`src/rtl/i2c_cfg_pkg.sv`:
```
package i2c_cfg_pkg;
   // Transfer phase of the write-only target.
   typedef enum logic [1:0] {
      PH_IDLE = 2'd0,   // waiting for START or ignoring the bus
      PH_DEV  = 2'd1,   // receiving the device byte
      PH_REG  = 2'd2,   // receiving the register pointer
      PH_DATA = 2'd3    // receiving data bytes
   } phase_t;
endpackage

```
`src/rtl/i2c_line_sync.sv`:
```
module i2c_line_sync #(
   parameter int STAGES = 2
) (
   input  logic clk,
   input  logic rst_n,
   input  logic scl_i,
   input  logic sda_i,
   output logic scl_rise,
   output logic scl_fall,
   output logic start_det,
   output logic stop_det,
   output logic sda_bit
);
   logic [STAGES-1:0] scl_sh, sda_sh;
   logic              scl_q, sda_q;
   logic              scl_s, sda_s;

   always_ff @(posedge clk or negedge rst_n) begin
      if (!rst_n) begin
         scl_sh <= '1;
         sda_sh <= '1;
         scl_q  <= 1'b1;
         sda_q  <= 1'b1;
      end else begin
         scl_sh <= {scl_sh[STAGES-2:0], scl_i};
         sda_sh <= {sda_sh[STAGES-2:0], sda_i};
         scl_q  <= scl_sh[STAGES-1];
         sda_q  <= sda_sh[STAGES-1];
      end
   end

   assign scl_s     = scl_sh[STAGES-1];
   assign sda_s     = sda_sh[STAGES-1];
   assign scl_rise  = scl_s & ~scl_q;
   assign scl_fall  = ~scl_s & scl_q;
   // Data edges while the clock stays high mark bus conditions.
   assign start_det = scl_s & scl_q & sda_q & ~sda_s;
   assign stop_det  = scl_s & scl_q & ~sda_q & sda_s;
   assign sda_bit   = sda_s;
endmodule

```
`src/rtl/i2c_wr_fsm.sv`:
```
module i2c_wr_fsm
   import i2c_cfg_pkg::*;
#(
   parameter int         NUM_REGS    = 5,
   parameter int         PTR_W       = 3,
   parameter logic [5:0] DEV_ADDR_HI = 6'b001000
) (
   input  logic             clk,
   input  logic             rst_n,
   input  logic             scl_rise,
   input  logic             scl_fall,
   input  logic             start_det,
   input  logic             stop_det,
   input  logic             sda_bit,
   input  logic             strap,
   output logic             sda_pull,
   output logic             wr_en,
   output logic [PTR_W-1:0] wr_idx,
   output logic [7:0]       wr_data
);
   localparam logic [PTR_W-1:0] LAST_PTR = PTR_W'(NUM_REGS - 1);

   phase_t           phase;
   logic [7:0]       shreg;
   logic [3:0]       bit_cnt;
   logic             ack_ph;
   logic [PTR_W-1:0] ptr;
   logic             byte_done;
   logic             dev_hit;
   logic [PTR_W-1:0] ptr_next;

   assign byte_done = scl_fall && !ack_ph && (bit_cnt == 4'd8) && (phase != PH_IDLE);
   assign dev_hit   = (shreg[7:1] == {DEV_ADDR_HI, strap}) && !shreg[0];
   assign ptr_next  = (ptr >= LAST_PTR) ? '0 : ptr + 1'b1;

   always_ff @(posedge clk or negedge rst_n) begin
      if (!rst_n) begin
         phase    <= PH_IDLE;
         shreg    <= '0;
         bit_cnt  <= '0;
         ack_ph   <= 1'b0;
         ptr      <= '0;
         sda_pull <= 1'b0;
         wr_en    <= 1'b0;
         wr_idx   <= '0;
         wr_data  <= '0;
      end else if (start_det) begin
         phase    <= PH_DEV;
         bit_cnt  <= '0;
         ack_ph   <= 1'b0;
         sda_pull <= 1'b0;
         wr_en    <= 1'b0;
      end else if (stop_det) begin
         phase    <= PH_IDLE;
         bit_cnt  <= '0;
         ack_ph   <= 1'b0;
         sda_pull <= 1'b0;
         wr_en    <= 1'b0;
      end else begin
         wr_en <= 1'b0;
         if (scl_rise && !ack_ph && bit_cnt < 4'd8 && phase != PH_IDLE) begin
            shreg   <= {shreg[6:0], sda_bit};
            bit_cnt <= bit_cnt + 1'b1;
         end
         if (byte_done) begin
            ack_ph <= 1'b1;
            unique case (phase)
               PH_DEV: begin
                  sda_pull <= dev_hit;
                  phase    <= dev_hit ? PH_REG : PH_IDLE;
               end
               PH_REG: begin
                  sda_pull <= 1'b1;
                  ptr      <= shreg[PTR_W-1:0];
                  phase    <= PH_DATA;
               end
               PH_DATA: begin
                  sda_pull <= 1'b1;
                  wr_en    <= (ptr < PTR_W'(NUM_REGS));
                  wr_idx   <= ptr;
                  wr_data  <= shreg;
                  ptr      <= ptr_next;
               end
               default: phase <= PH_IDLE;
            endcase
         end else if (ack_ph && scl_fall) begin
            ack_ph   <= 1'b0;
            sda_pull <= 1'b0;
            bit_cnt  <= '0;
         end
      end
   end

   // the pointer returns to zero after the last register is written
   p_ptr_wrap_r5: assert property (@(posedge clk) disable iff (!rst_n)
      (byte_done && !start_det && !stop_det && phase == PH_DATA && ptr == LAST_PTR) |=> (ptr == '0));

   // a START drops any acknowledge and restarts address matching
   p_start_restart_r6: assert property (@(posedge clk) disable iff (!rst_n)
      start_det |=> (!sda_pull && phase == PH_DEV && !wr_en));

   // a read request is never acknowledged
   p_read_nack_r3: assert property (@(posedge clk) disable iff (!rst_n)
      (byte_done && !start_det && !stop_det && phase == PH_DEV && shreg[0]) |=> !sda_pull);

   // the data line is only pulled right after a completed byte
   p_pull_after_byte_r9: assert property (@(posedge clk) disable iff (!rst_n)
      $rose(sda_pull) |-> $past(byte_done));
endmodule

```
`src/rtl/ctrl_reg_bank.sv`:
```
module ctrl_reg_bank #(
   parameter int                      NUM_REGS = 5,
   parameter int                      PTR_W    = 3,
   parameter logic [NUM_REGS*8-1:0]   DEFAULTS = '0,
   parameter int                      RRST_IDX = 2,
   parameter int                      RRST_BIT = 7
) (
   input  logic                  clk,
   input  logic                  rst_n,
   input  logic                  wr_en,
   input  logic [PTR_W-1:0]      wr_idx,
   input  logic [7:0]            wr_data,
   output logic [NUM_REGS*8-1:0] regs_flat
);
   localparam int LOC = RRST_IDX * 8 + RRST_BIT;

   logic rrst_cur, rrst_next;

   assign rrst_cur  = regs_flat[LOC];
   assign rrst_next = (wr_en && wr_idx == PTR_W'(RRST_IDX)) ? wr_data[RRST_BIT] : rrst_cur;

   for (genvar g = 0; g < NUM_REGS; g++) begin : g_reg
      localparam logic [7:0] DEF      = DEFAULTS[g*8 +: 8];
      localparam logic [7:0] HOLD_VAL = (g == RRST_IDX) ? (DEF | (8'h01 << RRST_BIT)) : DEF;
      logic [7:0] r_q;

      always_ff @(posedge clk or negedge rst_n) begin
         if (!rst_n)                              r_q <= DEF;
         else if (rrst_next)                      r_q <= HOLD_VAL;
         else if (wr_en && wr_idx == PTR_W'(g))   r_q <= wr_data;
      end
      assign regs_flat[g*8 +: 8] = r_q;

      if (g != RRST_IDX) begin : g_chk
         // other registers sit at their defaults while the reset bit is set
         p_rrst_hold_r8: assert property (@(posedge clk) disable iff (!rst_n)
            rrst_cur |-> (r_q == DEF));
      end

      // an accepted write shows up in the addressed register
      p_write_lands_r4: assert property (@(posedge clk) disable iff (!rst_n)
         (wr_en && wr_idx == PTR_W'(g) && !rrst_next) |=> (r_q == $past(wr_data)));
   end
endmodule

```
`src/rtl/i2c_ctrl_slave.sv`:
```
module i2c_ctrl_slave #(
   parameter int                      NUM_REGS    = 5,
   parameter int                      SYNC_STAGES = 2,
   parameter logic [5:0]              DEV_ADDR_HI = 6'b001000,
   parameter logic [NUM_REGS*8-1:0]   REG_DEFAULTS = 40'hFF_FF_00_02_8B,
   parameter int                      RRST_IDX    = 2,
   parameter int                      RRST_BIT    = 7
) (
   input  logic                  clk,
   input  logic                  rst_n,
   input  logic                  scl_i,
   input  logic                  sda_i,
   input  logic                  addr_strap_i,
   output logic                  sda_pull_o,
   output logic [NUM_REGS*8-1:0] regs_o
);
   localparam int PTR_W = 3;

   if (NUM_REGS < 2 || NUM_REGS > (1 << PTR_W)) begin : g_bad_regs
      $error("NUM_REGS must lie between 2 and the pointer range");
   end
   if (SYNC_STAGES < 2) begin : g_bad_sync
      $error("SYNC_STAGES must be at least 2");
   end
   if (RRST_IDX >= NUM_REGS || RRST_BIT > 7) begin : g_bad_rrst
      $error("register-reset location out of range");
   end

   logic             scl_rise, scl_fall, start_det, stop_det, sda_bit;
   logic             wr_en;
   logic [PTR_W-1:0] wr_idx;
   logic [7:0]       wr_data;

   i2c_line_sync #(.STAGES(SYNC_STAGES)) u_sync (
      .clk      (clk),
      .rst_n    (rst_n),
      .scl_i    (scl_i),
      .sda_i    (sda_i),
      .scl_rise (scl_rise),
      .scl_fall (scl_fall),
      .start_det(start_det),
      .stop_det (stop_det),
      .sda_bit  (sda_bit)
   );

   i2c_wr_fsm #(
      .NUM_REGS   (NUM_REGS),
      .PTR_W      (PTR_W),
      .DEV_ADDR_HI(DEV_ADDR_HI)
   ) u_fsm (
      .clk      (clk),
      .rst_n    (rst_n),
      .scl_rise (scl_rise),
      .scl_fall (scl_fall),
      .start_det(start_det),
      .stop_det (stop_det),
      .sda_bit  (sda_bit),
      .strap    (addr_strap_i),
      .sda_pull (sda_pull_o),
      .wr_en    (wr_en),
      .wr_idx   (wr_idx),
      .wr_data  (wr_data)
   );

   ctrl_reg_bank #(
      .NUM_REGS(NUM_REGS),
      .PTR_W   (PTR_W),
      .DEFAULTS(REG_DEFAULTS),
      .RRST_IDX(RRST_IDX),
      .RRST_BIT(RRST_BIT)
   ) u_bank (
      .clk      (clk),
      .rst_n    (rst_n),
      .wr_en    (wr_en),
      .wr_idx   (wr_idx),
      .wr_data  (wr_data),
      .regs_flat(regs_o)
   );
endmodule

```
`config.mk`:
```
export PLATFORM = sky130hd
export DESIGN_NAME = i2c_ctrl_slave
export DESIGN_NICKNAME = d
export VERILOG_FILES = /design/src/rtl/i2c_cfg_pkg.sv /design/src/rtl/i2c_line_sync.sv /design/src/rtl/i2c_wr_fsm.sv /design/src/rtl/ctrl_reg_bank.sv /design/src/rtl/i2c_ctrl_slave.sv
export SDC_FILE = /design/constraint.sdc
export NUM_CORES = 1
export LEC_CHECK = 0
export BUFFER_PORTS_ARGS = -buffer_cell sky130_fd_sc_hd__buf_2
export CAP_MARGIN = 30
export CORE_MARGIN = 2
export CORE_UTILIZATION = 50
export CTS_BUF_LIST = sky130_fd_sc_hd__clkbuf_16
export DETAILED_ROUTE_END_ITERATION = 7
export HOLD_SLACK_MARGIN = 0.12
export PLACE_DENSITY_LB_ADDON = 0.3
export SLEW_MARGIN = 20
export SYNTH_ARGS = -nofsm -noshare
export SYNTH_HDL_FRONTEND = slang
export SYNTH_SLANG_ARGS = --single-unit
```
`constraint.sdc`:
```
create_clock -name clk -period 2 [get_ports clk]
set_clock_uncertainty 0.15 [all_clocks]
set_input_delay 0.2 -clock clk [delete_from_list [all_inputs] [get_ports clk]]
set_output_delay 0.2 -clock clk [all_outputs]
set_load 0.01 [all_outputs]
```
# ---- Word-level counts from Yosys, hierarchy flattened
# Cells that the tools add are included.
dict set report word_totals {
  in_bits 5
  elab_cells 113
  romBits 0
  mem_bits_rw 0
  latch_bits 0
  mem_count 0
  output_inout_bits 41
  ff_bits 77
}
dict set report classes {
  n_reduce_logical 31
  addsub 2
  bitwise 13
  n_mux 35
  multipliers 0
  eq_ne 11
  div 0
  shift 0
  order_cmp 3
}
# op count
set ops {}
lappend ops {{$mux 8} 10}
lappend ops {{$mux 4} 5}
lappend ops {{$reduce_bool 2->1} 7}
lappend ops {{$logic_and 1x1->1} 13}
lappend ops {{$mux 1} 12}
lappend ops {{$mux 2} 4}
lappend ops {{$reduce_and 4->1} 2}
lappend ops {{$and 1x1->1} 7}
lappend ops {{$eq 7x5->1} 1}
lappend ops {{$eq 3x2->1 const B} 2}
lappend ops {{$not 1->1} 6}
lappend ops {{$pmux 2 s3} 1}
lappend ops {{$pmux 3 s2} 1}
lappend ops {{$ne 5x5->1 const B} 1}
lappend ops {{$add 4x1->4 const B} 1}
lappend ops {{$eq 2x2->1 const B} 2}
lappend ops {{$eq 4x4->1 const B} 1}
lappend ops {{$lt 4x4->1 const B} 1}
lappend ops {{$reduce_and 2->1} 2}
lappend ops {{$reduce_bool 4->1} 1}
lappend ops {{$add 3x1->3 const B} 1}
lappend ops {{$eq 3x1->1 const B} 1}
lappend ops {{$eq 3x3->1 const B} 1}
lappend ops {{$ge 3x3->1 const B} 1}
lappend ops {{other kinds (10)} 11}

# ---- Longest topological paths before layout
# Gate-level depths: netlist of run 1.
dict set report depth {
  ltp_word 10
  depth_mapped 8
  mapped_depth_nobuf 6
}

# ---- Modules after synthesis
# A second synthesis of run 1 with hierarchy kept.
dict set report hier_totals {
  cells_unflattened 278
  area_unflattened_um2 3357.0
}
# module seq_area_each_um2 cells_each area_per_inst_um2 instances
set modules_own_cells {}
lappend modules_own_cells {ctrl_reg_bank 1027.2 146 1680.4 1}
lappend modules_own_cells {i2c_wr_fsm 775.7 122 1486.4 1}
lappend modules_own_cells {i2c_line_sync 157.7 10 190.2 1}

# ---- Worst setup path before layout of run 1
# Ideal clock, no wire load.
dict set report synth_timing {
  kind {register to register}
  from {register u_fsm.phase[0]}
  to {register u_fsm.shreg[0]}
  path_buffers 1
  required_ps 1725
  setup_slack_ps 45
  arrival_time_ps 1681
  synth_period_minus_slack_ps 1955
  path_stages_with_launch 7
  setup_ps 125
  path_cell_list {dfrtp_1 > inv_1 > ha_1 > nor4_1 > and2_2 > buf_4 > mux2_2}
}
dict set report synth_between {
  elab_chain_cells 3
}
# element line_no
set synth_rtl {}
lappend synth_rtl {{from (decl)} i2c_wr_fsm.sv:23} ;# phase_t phase;
lappend synth_rtl {{from (signal assigned)} i2c_wr_fsm.sv:70} ;# phase <= dev_hit ? PH_REG : PH_IDLE;
lappend synth_rtl {{$reduce_bool 2->1} i2c_wr_fsm.sv:61} ;# if (scl_rise && !ack_ph && bit_cnt < 4'd8 && phase != PH_IDLE) begin
lappend synth_rtl {{$logic_and 1x1->1} i2c_wr_fsm.sv:61}
lappend synth_rtl {{$reduce_and 3->1 (no source line)} n/a}
lappend synth_rtl {{to (signal assigned)} i2c_wr_fsm.sv:62} ;# shreg <= {shreg[6:0], sda_bit};
lappend synth_rtl {{to (decl)} i2c_wr_fsm.sv:24} ;# logic [7:0] shreg;
# No other way between the ends.
# A chain may end at the register's enable or synchronous reset.

# ---- Final worst setup path of run 1
dict set report layout_timing {
  from {register u_fsm.phase[1]}
  to {register u_fsm.shreg[4]}
}
# The elaborated chain is that of the path after synthesis.

==> flow_summary.json, run 1 <==
{
  "status": "completed",
  "relSlewSlack_pct": 73.4,
  "cts.path.max_buffers": 2,
  "syn_nets": 301,
  "yosys.cell_types.count": 49,
  "r2r_end": "u_fsm.shreg[4]$_DFFE_PN0P_",
  "die_x_um": 85.7,
  "cts.sinks": 77,
  "grt_pass1_wl_mm": 11.3,
  "drv_slew": 0,
  "stdcell_count": 432,
  "cts_root_buf": "clkbuf_16",
  "synth_area_mm2": 0.00333,
  "start_util_pct": 52.2,
  "dr.pass1.iters": 4,
  "dr_total_vias": 2377,
  "r2r_start": "u_fsm.phase[1]$_DFFE_PN0P_",
  "r2r_slack_ns": 0.07,
  "clk_pin_slew_ns": 0.06,
  "fin_tns_setup_ns": 0,
  "wl_mm": 6.65,
  "yosys_most_used_dff": "dfrtp_1",
  "grt_overflow_total": 0,
  "reg2reg_depth": 5,
  "wl_per_cell_um": 15.4,
  "drive_gt1_share_pct": 37.5,
  "grt_max_degree": 78,
  "fmax_mhz": 518,
  "yosysWarnings": 0,
  "dp_hpwl_mm": 4.36,
  "seq_area_frac_synth_pct": 58.8,
  "grt_setup_unrepaired": "true",
  "critical_path_required_ns": 2.06,
  "ys_ff_latch": 77,
  "synth-edff-count": 0,
  "power_density_mw_per_mm2": 858,
  "grt_usage_pct": 19.8,
  "finalSetupViolations": 0,
  "worst_slew_pin_slew_ns": 0.396,
  "syn_inst": 287,
  "port_buffers": 45,
  "vias_per_cell": 5.50,
  "cp-end-kind": "flip-flop",
  "min_to": "u_sync.sda_sh[1]$_DFF_PN1_",
  "die_area_mm2": 0.00734,
  "leakage_nw": 2.00,
  "period_minus_slack_ns": 1.93,
  "dp_cells": 413,
  "hold_path.class": "flip-flop to flip-flop",
  "critPathArrivalTime_ns": 1.99,
  "numCtsBuffers": 9,
  "fin_util_pct": 63.4,
  "grt_pass1_vias": 2316,
  "cp_max_fo": 9,
  "die_h_um": 85.7,
  "ant_nets": 0,
  "avgSynthCellArea_um2": 11.6,
  "postSynth.asyncResetShare_pct": 100,
  "num-fill-cells": 501,
  "rows": 29,
  "pin_count": 46,
  "htreeDepth": 3,
  "ir_drop_v": 0.000603,
  "worstSkewPairLatency_ns": 0.33,
  "antenna_cells": 0,
  "drc": 0,
  "holdPathStages": 0,
  "setup.worst_path.class": "flip-flop to flip-flop",
  "cts_tree": "built",
  "finalWorstSetupSlack_ns": 0.0705,
  "min-delay-start": "u_sync.sda_sh[0]$_DFF_PN1_",
  "place.gp.congestion": 0.781,
  "core_area_mm2": 0.00639,
  "final_nets": 364,
  "drv_cap": 0,
  "first_iter_violations": 139,
  "hold_viol": 0,
  "period_share_pct": 96.5,
  "dp_slack_ns": 0.0157,
  "critPathLaunchType": "flip-flop",
  "area_growth_pct": 21.4,
  "antenna_found_initial": 0
}
[cells in the mapped netlist, types with 2 or more instances]
master	number	area, um2
inv_1	9	33.8
o22a_1	9	78.8
nand3_1	21	105
xnor2_1	3	26.3
buf_4	2	15.0
mux2i_1	2	20.0
buf_6	2	22.5
dfstp_2	27	709
and3_1	3	18.8
nor2_1	7	26.3
dfrtp_1	50	1250
a21oi_1	13	65.1
nor2b_1	3	18.8
nand3b_1	2	15.0
nand2_1	54	203
buf_2	5	25.0
ha_1	9	113
nor3_1	3	15.0
o21ai_0	5	25.0
a22o_1	7	61.3
mux2_2	19	214
nor4_1	2	12.5
buf_1	2	7.51
nand2b_1	3	18.8
[per-layer routing]
| layer | GRT usage (%) | vias to the layer above | part of all wire (%) |
|---|---|---|---|
| met5 | 0 | - | 0 |
| met4 | 8.51 | 0 | 1.4 |
| met3 | 4.72 | 9 | 4.3 |
| met2 | 28.8 | 53 | 47 |
| met1 | 28.4 | 1188 | 47 |
| li1 | - | 1127 | - |
[critical path, stage by stage, from the launching register on]
cell and delay [ns]:
dfrtp_1 0.38, inv_1 0.07, ha_1 0.25, nor4_1 0.32, and2_4 0.29, mux2_2 0.35
[flip-flops by register name, indices dropped and copies added (netlist names)]
register,count
u_bank.g.r_q,40
u_fsm.shreg,8
u_fsm.wr_data,8
u_fsm.bit_cnt,4
u_fsm.ptr,3
u_fsm.wr_idx,3
u_fsm.phase,2
u_sync.scl_sh,2
u_sync.sda_sh,2
u_fsm.ack_ph,1
u_fsm.sda_pull,1
u_fsm.wr_en,1
u_sync.scl_q,1
u_sync.sda_q,1
[power breakdown]
part | total [mW] | switching [mW] | internal, mW
clock | 1.56 | 0.604 | 0.958
sequential | 1.72 | 0.0807 | 1.64
combinational | 0.194 | 0.0871 | 0.107
[placed cells by master (no fill, tap or decap), drive strengths merged, types with 3 or more instances in the layout]
cell type / count
buf: 61
nand2: 54
dfrtp: 50
dfstp: 27
nand3: 21
mux2: 19
a21oi: 14
inv: 12
o22a: 9
clkbuf: 9
ha: 9
nor2: 7
a22o: 7
o21ai: 5
xnor2: 3
and3: 3
nor2b: 3
nand2b: 3
nor3: 3
dlygate4sd3: 3
nor4: 3
[final cells by class]
class | instances | area [um2] | area share, %
clock inverters | 7 | 66.3 | 1.64
repair buffers | 64 | 388 | 9.58
clock buffers | 9 | 225 | 5.56
inverters | 10 | 37.5 | 0.927
multi-input cells | 188 | 1270 | 31.5
well taps | 77 | 96.3 | 2.38
flip-flops and latches | 77 | 1960 | 48.4
[worst max path at each step]
stage / startpoint / to / slack (ns) / cells after the start
2_1_floorplan: u_fsm.phase[0]$_DFFE_PN0P_ / u_fsm.shreg[0]$_DFFE_PN0P_ / 0.04 / 6
3_3_place_gp: u_fsm.bit_cnt[1]$_DFF_PN0_ / u_fsm.phase[1]$_DFFE_PN0P_ / 0.07 / 6
3_5_place_dp: u_fsm.bit_cnt[1]$_DFF_PN0_ / u_fsm.phase[1]$_DFFE_PN0P_ / 0.02 / 6
4_1_cts: u_fsm.bit_cnt[1]$_DFF_PN0_ / u_fsm.phase[1]$_DFFE_PN0P_ / 0.03 / 6
5_1_grt: u_fsm.phase[1]$_DFFE_PN0P_ / u_fsm.bit_cnt[3]$_DFF_PN0_ / -0.03 / 7
6_report: u_fsm.phase[1]$_DFFE_PN0P_ / u_fsm.shreg[4]$_DFFE_PN0P_ / 0.07 / 5
[through the flow]
| step | hold slack, ns | power, mW | instance area, um2 |
|---|---|---|---|
| floorplan | -0.246 | 1.85 | 3330 |
| global placement | 0.114 | 1.93 | 3710 |
| global route | 0.210 | 3.62 | 4050 |
| CTS | 0.205 | 3.51 | 4040 |
| finish | 0.205 | 3.48 | 4050 |
| detailed placement | 0.114 | 1.93 | 3710 |
[repair_timing]
item                                    in CTS  in global routing
buffers inserted                             0                  0
hold buffers                                 3                  0
endpoints found under the setup margin       2                 13
gates resized for setup                      1                  3
hold endpoints to repair                    79                  0
[cells by family (layout without fill, tap and decap cells)]
group,count (synthesis),count (layout),synth area share [%]
DFF,77,77,58.8
xor gates and xnor gates,4,4,1.05
AOI/OAI and AO/OA,45,45,9.79
and+or+nand+nor,109,109,16.6
adders and majority gates,9,9,3.38
muxes,21,21,7.02
buffers and inverters,22,90,3.34
No activity file was read; power rests on OpenSTA's default activity.
==> inputs of run 2 (changes only) <==
--- a/config.mk
+++ b/config.mk
@@ -13,6 +13,7 @@
 export DETAILED_ROUTE_END_ITERATION = 7
 export HOLD_SLACK_MARGIN = 0.12
 export PLACE_DENSITY_LB_ADDON = 0.3
+export SETUP_SLACK_MARGIN = 0.3
 export SLEW_MARGIN = 20
 export SYNTH_ARGS = -nofsm -noshare
 export SYNTH_HDL_FRONTEND = slang
==> flow_summary.json, run 2 (synthesis gave the netlist of run 1 again) <==
{
  "cp_max_fo": 6,
  "dr_wl_met2_mm": 3.56,
  "grt_overflow_total": 0,
  "wl_mm": 7.32,
  "r2r_slack_ns": 0.18,
  "grt_usage_pct": 20.3,
  "vias_per_cell": 5.50,
  "status": "completed",
  "largest_register_ffs": 40,
  "reg.largest.list": "u_bank.g.r_q (40), u_fsm.shreg (8), u_fsm.wr_data (8)",
  "period_minus_slack_ns": 1.82,
  "stdcell_count": 438,
  "start_util_pct": 52.2,
  "die_x_um": 85.7,
  "hold_path.class": "flip-flop to flip-flop",
  "worstSetupStartpoint": "u_sync.scl_q$_DFF_PN1_",
  "dp_cells": 409,
  "dr.pass1.iters": 4,
  "grt_setup_unrepaired": "true",
  "htreeDepth": 3,
  "reg2reg_depth": 4,
  "cts_root_buf": "clkbuf_16",
  "ir_drop_v": 0.000742,
  "grt_max_degree": 78,
  "antenna_found_initial": 0,
  "dp_hpwl_mm": 4.51,
  "place.gp.congestion": 0.782,
  "core_area_mm2": 0.00639,
  "worst_slew_pin_slew_ns": 0.406,
  "critPathArrivalTime_ns": 1.91,
  "regMostFlops": "u_bank.g.r_q",
  "ant_nets": 0,
  "drive_gt1_share_pct": 42.4,
  "drc": 0,
  "grt_pass1_wl_mm": 11.5,
  "crit_buf_inv": 0,
  "critPathLaunchType": "flip-flop",
  "die_area_mm2": 0.00734,
  "r2r_end": "u_fsm.ptr[0]$_DFFE_PN0P_",
  "fmax_mhz": 551,
  "area_growth_pct": 26.5,
  "cts.sinks": 77,
  "dr_total_vias": 2407,
  "path_cells": "nand4b_4, or4_4, o22a_1, o221ai_2",
  "critical_path_required_ns": 2.09,
  "hold_viol": 0,
  "port_buffers": 45,
  "slowest_delay_ns": 0.62,
  "leakage_nw": 2.07,
  "grt_pass1_vias": 2283,
  "final_nets": 370,
  "period_share_pct": 90.8,
  "numCtsBuffers": 9,
  "drv_cap": 0,
  "first_iter_violations": 199,
  "worstSkewPairLatency_ns": 0.33,
  "drv_slew": 0,
  "clk_pin_slew_ns": 0.06,
  "pin_count": 46,
  "cp-end-kind": "flip-flop",
  "crit_cells": 4,
  "wl_met3_um": 270,
  "cts_tree": "built",
  "top_layer_used": "met4",
  "cts.path.max_buffers": 2,
  "r2r_start": "u_sync.scl_q$_DFF_PN1_",
  "layout.cells.most_common": "nand2_1",
  "die_h_um": 85.7,
  "crit_slowest_cell": "dfstp_2",
  "antenna_cells": 0,
  "drt-met1-wl_mm": 3.41,
  "endpoint": "u_fsm.ptr[0]$_DFFE_PN0P_",
  "layout_common_cells": "53 x nand2_1, 49 x dfrtp_1, 45 x buf_2",
  "finalSetupViolations": 0,
  "cp_top_family": "flip-flops",
  "power_density_mw_per_mm2": 834,
  "setup.worst_path.class": "flip-flop to flip-flop",
  "rows": 29,
  "num-fill-cells": 481,
  "wl_per_cell_um": 16.7,
  "relSlewSlack_pct": 72.9,
  "fin_tns_setup_ns": 0
}
==> run 2: worst register-to-register path, delay by kind of cell, from the launching register on <==
family | cells | cell delay [ns]
simple gates | 2 | 0.61
compound gates | 2 | 0.36
flops | 1 | 0.62
==> run 2: layout make-up <==
cell class	count	area [um2]	share of cell area [%]
Clock buffer	10	250	5.93
Clock inverter	6	30.0	0.712
Inverter	10	40.0	0.949
Sequential cell	77	1960	46.5
Timing Repair Buffer	68	425	10.1
Multi-Input combinational cell	190	1410	33.5
Tap cell	77	96.3	2.28
==> run 2: worst min-delay path by stage <==
stage | start | endpoint | slack [ns] | cells past startpoint
floorplan | rst_n | u_bank.g_reg[0].r_q[2]$_DFFE_PN0P_ | -0.25 | 0
global placement | rst_n | u_bank.g_reg[0].r_q[5]$_DFFE_PN0P_ | 0.12 | 2
detailed placement | rst_n | u_bank.g_reg[0].r_q[5]$_DFFE_PN0P_ | 0.11 | 2
CTS | u_sync.scl_sh[0]$_DFF_PN1_ | u_sync.scl_sh[1]$_DFF_PN1_ | 0.21 | 0
global route | u_sync.sda_sh[0]$_DFF_PN1_ | u_sync.sda_sh[1]$_DFF_PN1_ | 0.21 | 0
finish | u_sync.scl_sh[0]$_DFF_PN1_ | u_sync.scl_sh[1]$_DFF_PN1_ | 0.20 | 0
==> run 2: metrics by stage <==
stage | hold slack (ns) | total power [mW] | worst slack [ns] | util [%] | area [um2]
2_1_floorplan | -0.246 | 1.85 | 0.149 | - | 3370
3_3_place_gp | 0.115 | 1.93 | 0.0906 | 58.1 | 3710
3_5_place_dp | 0.114 | 1.94 | 0.0409 | 58.1 | 3710
4_1_cts | 0.205 | 3.48 | 0.107 | 64.1 | 4090
5_1_grt | 0.207 | 3.65 | 0.111 | 66.0 | 4220
6_report | 0.204 | 3.52 | 0.184 | 66.0 | 4220
==> run 2: layer usage <==
layer	GRT usage [%]	vias up
met5	0	-
met4	9.09	0
met3	3.56	8
met2	31.2	54
met1	28.3	1201
li1	-	1144
==> run 2: power by group <==
part           switching, mW  internal [mW]
clock                  0.613          0.902
combinational          0.109          0.159
sequential            0.0970           1.64
==> run 2: what timing repair did <==
item,4_1_cts,5_1_grt
pin swaps,4,7
endpoints found under the setup margin,27,61
resized for setup,9,24
endpoints found under the hold margin,79,0
gates cloned,1,1
hold buffers,3,0
setup buffers,5,3
==> inputs of run 3 (changes only) <==
--- a/config.mk
+++ b/config.mk
@@ -12,7 +12,7 @@
 export CTS_BUF_LIST = sky130_fd_sc_hd__clkbuf_16
 export DETAILED_ROUTE_END_ITERATION = 7
 export HOLD_SLACK_MARGIN = 0.12
-export PLACE_DENSITY_LB_ADDON = 0.3
+export PLACE_DENSITY_LB_ADDON = 0.05
 export SETUP_SLACK_MARGIN = 0.3
 export SLEW_MARGIN = 20
 export SYNTH_ARGS = -nofsm -noshare
==> constraint.sdc (replaced) <==
create_clock -name clk -period 1.9 [get_ports clk]
set_clock_uncertainty 0.15 [all_clocks]
set_input_delay 0.19 -clock clk [delete_from_list [all_inputs] [get_ports clk]]
set_output_delay 0.19 -clock clk [all_outputs]
set_load 0.01 [all_outputs]
==> flow_summary.json, run 3 (synthesis gave the netlist of run 1 again) <==
{
  "leakage_nw": 2.23,
  "vias_per_cell": 5.50,
  "grt_overflow_total": 0,
  "cts_tree": "built",
  "core_area_mm2": 0.00639,
  "dr_total_vias": 2470,
  "wl_mm": 7.88,
  "switching_share_pct": 21.9,
  "p_switching_uw": 850,
  "pin_count": 46,
  "die_h_um": 85.7,
  "finalSetupViolations": 0,
  "die_area_mm2": 0.00734,
  "dr_wl_met2_mm": 3.68,
  "fmax_mhz": 542,
  "layout_common_cells": "54 x nand2_1, 46 x dfrtp_1, 45 x buf_2",
  "worstSetupStartpoint": "u_sync.scl_q$_DFF_PN1_",
  "regMostFlops": "u_bank.g.r_q",
  "final_nets": 381,
  "wl_per_cell_um": 17.5,
  "finalWorstSetupSlack_ns": 0.0544,
  "min-delay-start": "u_sync.sda_sh[0]$_DFF_PN1_",
  "worstSkewPairLatency_ns": 0.33,
  "clk_pin_slew_ns": 0.06,
  "period_share_pct": 97.1,
  "intPower_mw": 3.03,
  "grt_setup_unrepaired": "true",
  "antenna_found_initial": 0,
  "grt_pass1_wl_mm": 12.3,
  "num-fill-cells": 442,
  "grt_pass1_vias": 2344,
  "power_density_mw_per_mm2": 845,
  "critPathLaunchType": "flip-flop",
  "port_buffers": 45,
  "ir_drop_v": 0.000719,
  "drc": 0,
  "die_x_um": 85.7,
  "r2r_start": "u_sync.scl_q$_DFF_PN1_",
  "htreeDepth": 3,
  "drive_gt1_share_pct": 52.7,
  "grt_max_degree": 78,
  "status": "completed",
  "drv_cap": 0,
  "dp_hpwl_mm": 4.65,
  "largest_register_ffs": 40,
  "critical_path_required_ns": 1.96,
  "power_frac_seq_pct": 47.1,
  "rows": 29,
  "reg.largest.list": "u_bank.g.r_q (40), u_fsm.shreg (8), u_fsm.wr_data (8)",
  "top_layer_used": "met4",
  "dp_slack_ns": -0.0156,
  "ant_nets": 0,
  "holdWs_ns": 0.205,
  "p_clk_share_pct": 45.6,
  "cts_root_buf": "clkbuf_16",
  "drt-met1-wl_mm": 3.75,
  "layout.cells.most_common": "nand2_1",
  "cts.sinks": 77,
  "area_growth_pct": 37.6,
  "worst_slew_pin_slew_ns": 0.396,
  "drv_slew": 0,
  "cts.path.max_buffers": 2,
  "dr.pass1.iters": 4,
  "critPathArrivalTime_ns": 1.90,
  "antenna_cells": 0,
  "start_util_pct": 52.2,
  "first_iter_violations": 120,
  "relSlewSlack_pct": 73.6,
  "cp_max_fo": 11,
  "setup.worst_path.class": "flip-flop to flip-flop",
  "grt_usage_pct": 21.9,
  "place.gp.congestion": 0.745,
  "numCtsBuffers": 9,
  "wl_met3_um": 327,
  "hold_path.class": "flip-flop to flip-flop",
  "period_minus_slack_ns": 1.85,
  "hold_viol": 0,
  "cp-end-kind": "flip-flop",
  "pwr-share-comb_pct": 7.4
}
==> run 3: cell count changes in the layout (fill, tap and decap cells not counted), sizes merged <==
| cell | delta |
|---|---|
| and2 | -1 |
| buf | +12 |
| bufinv | +2 |
| clkinvlp | +1 |
| inv | -2 |
| nand2 | -1 |
==> run 3: final timing paths <==
kind | cells past startpoint | slack, ns | endpoint
max in group asynchronous | 3 | 0.98 | u_sync.sda_q$_DFF_PN1_
min in group asynchronous | 3 | 0.27 | u_bank.g_reg[0].r_q[2]$_DFFE_PN0P_
worst max-delay path | 6 | 0.05 | u_fsm.wr_data[7]$_DFFE_PN0P_
worst min-delay path | 0 | 0.21 | u_sync.sda_sh[1]$_DFF_PN1_
worst min register to register | 0 | 0.21 | u_sync.sda_sh[1]$_DFF_PN1_
worst max register to register | 6 | 0.05 | u_fsm.wr_data[7]$_DFFE_PN0P_
==> run 3: final cells by class <==
cell class | instances | area (um2) | share of cell area [%]
repair buffers | 81 | 606 | 13.2
flip-flops and latches | 77 | 1970 | 42.8
well taps | 77 | 96.3 | 2.10
clock inverters | 7 | 82.6 | 1.80
inverters | 10 | 42.5 | 0.927
multi-input cells | 188 | 1570 | 34.2
clock buffers | 9 | 225 | 4.91
==> run 3: stage by stage <==
stage                     TNS [ns]  util (%)  instances  cell area [um2]  power (mW)
after floorplan                  0         -        287             3450        1.95
after global placement           0      59.7        415             3810        2.05
after detailed placement   -0.0363      59.7        415             3810        2.06
after CTS                        0      66.7        440             4260        3.83
after global routing        -0.368      71.9        449             4590        4.01
final                            0      71.9        449             4590        3.88
==> run 3: what timing repair did <==
action,4_1_cts,5_1_grt
buffers inserted,6,8
setup endpoints to repair,54,60
pin swaps,5,23
endpoints found under the hold margin,79,0
resized for setup,16,60
cloned,0,1
hold buffers,3,0
==> run 3: power groups by stage <==
stage               clock (mW)  combinational, mW  sequential [mW]
floorplan                    0              0.141             1.81
global placement             0              0.209             1.84
detailed placement           0              0.214             1.84
CTS                       1.79              0.230             1.82
global route              1.86              0.314             1.84
finish                    1.77              0.287             1.83
==> run 3: per-layer routing <==
layer  vias up  track usage (%)
met1      1232             34.9
met3        10             3.66
li1       1171                -
met5         -                0
met4         0             8.23
met2        57             30.0
==> run 3: worst max-delay path, cell delays in order (launching register included) <==
cell and delay, ns:
dfstp_2 0.61, nand4b_4 0.12, buf_6 0.13, nor4_4 0.16, nand2_1 0.11, buf_6 0.16, mux2_2 0.28
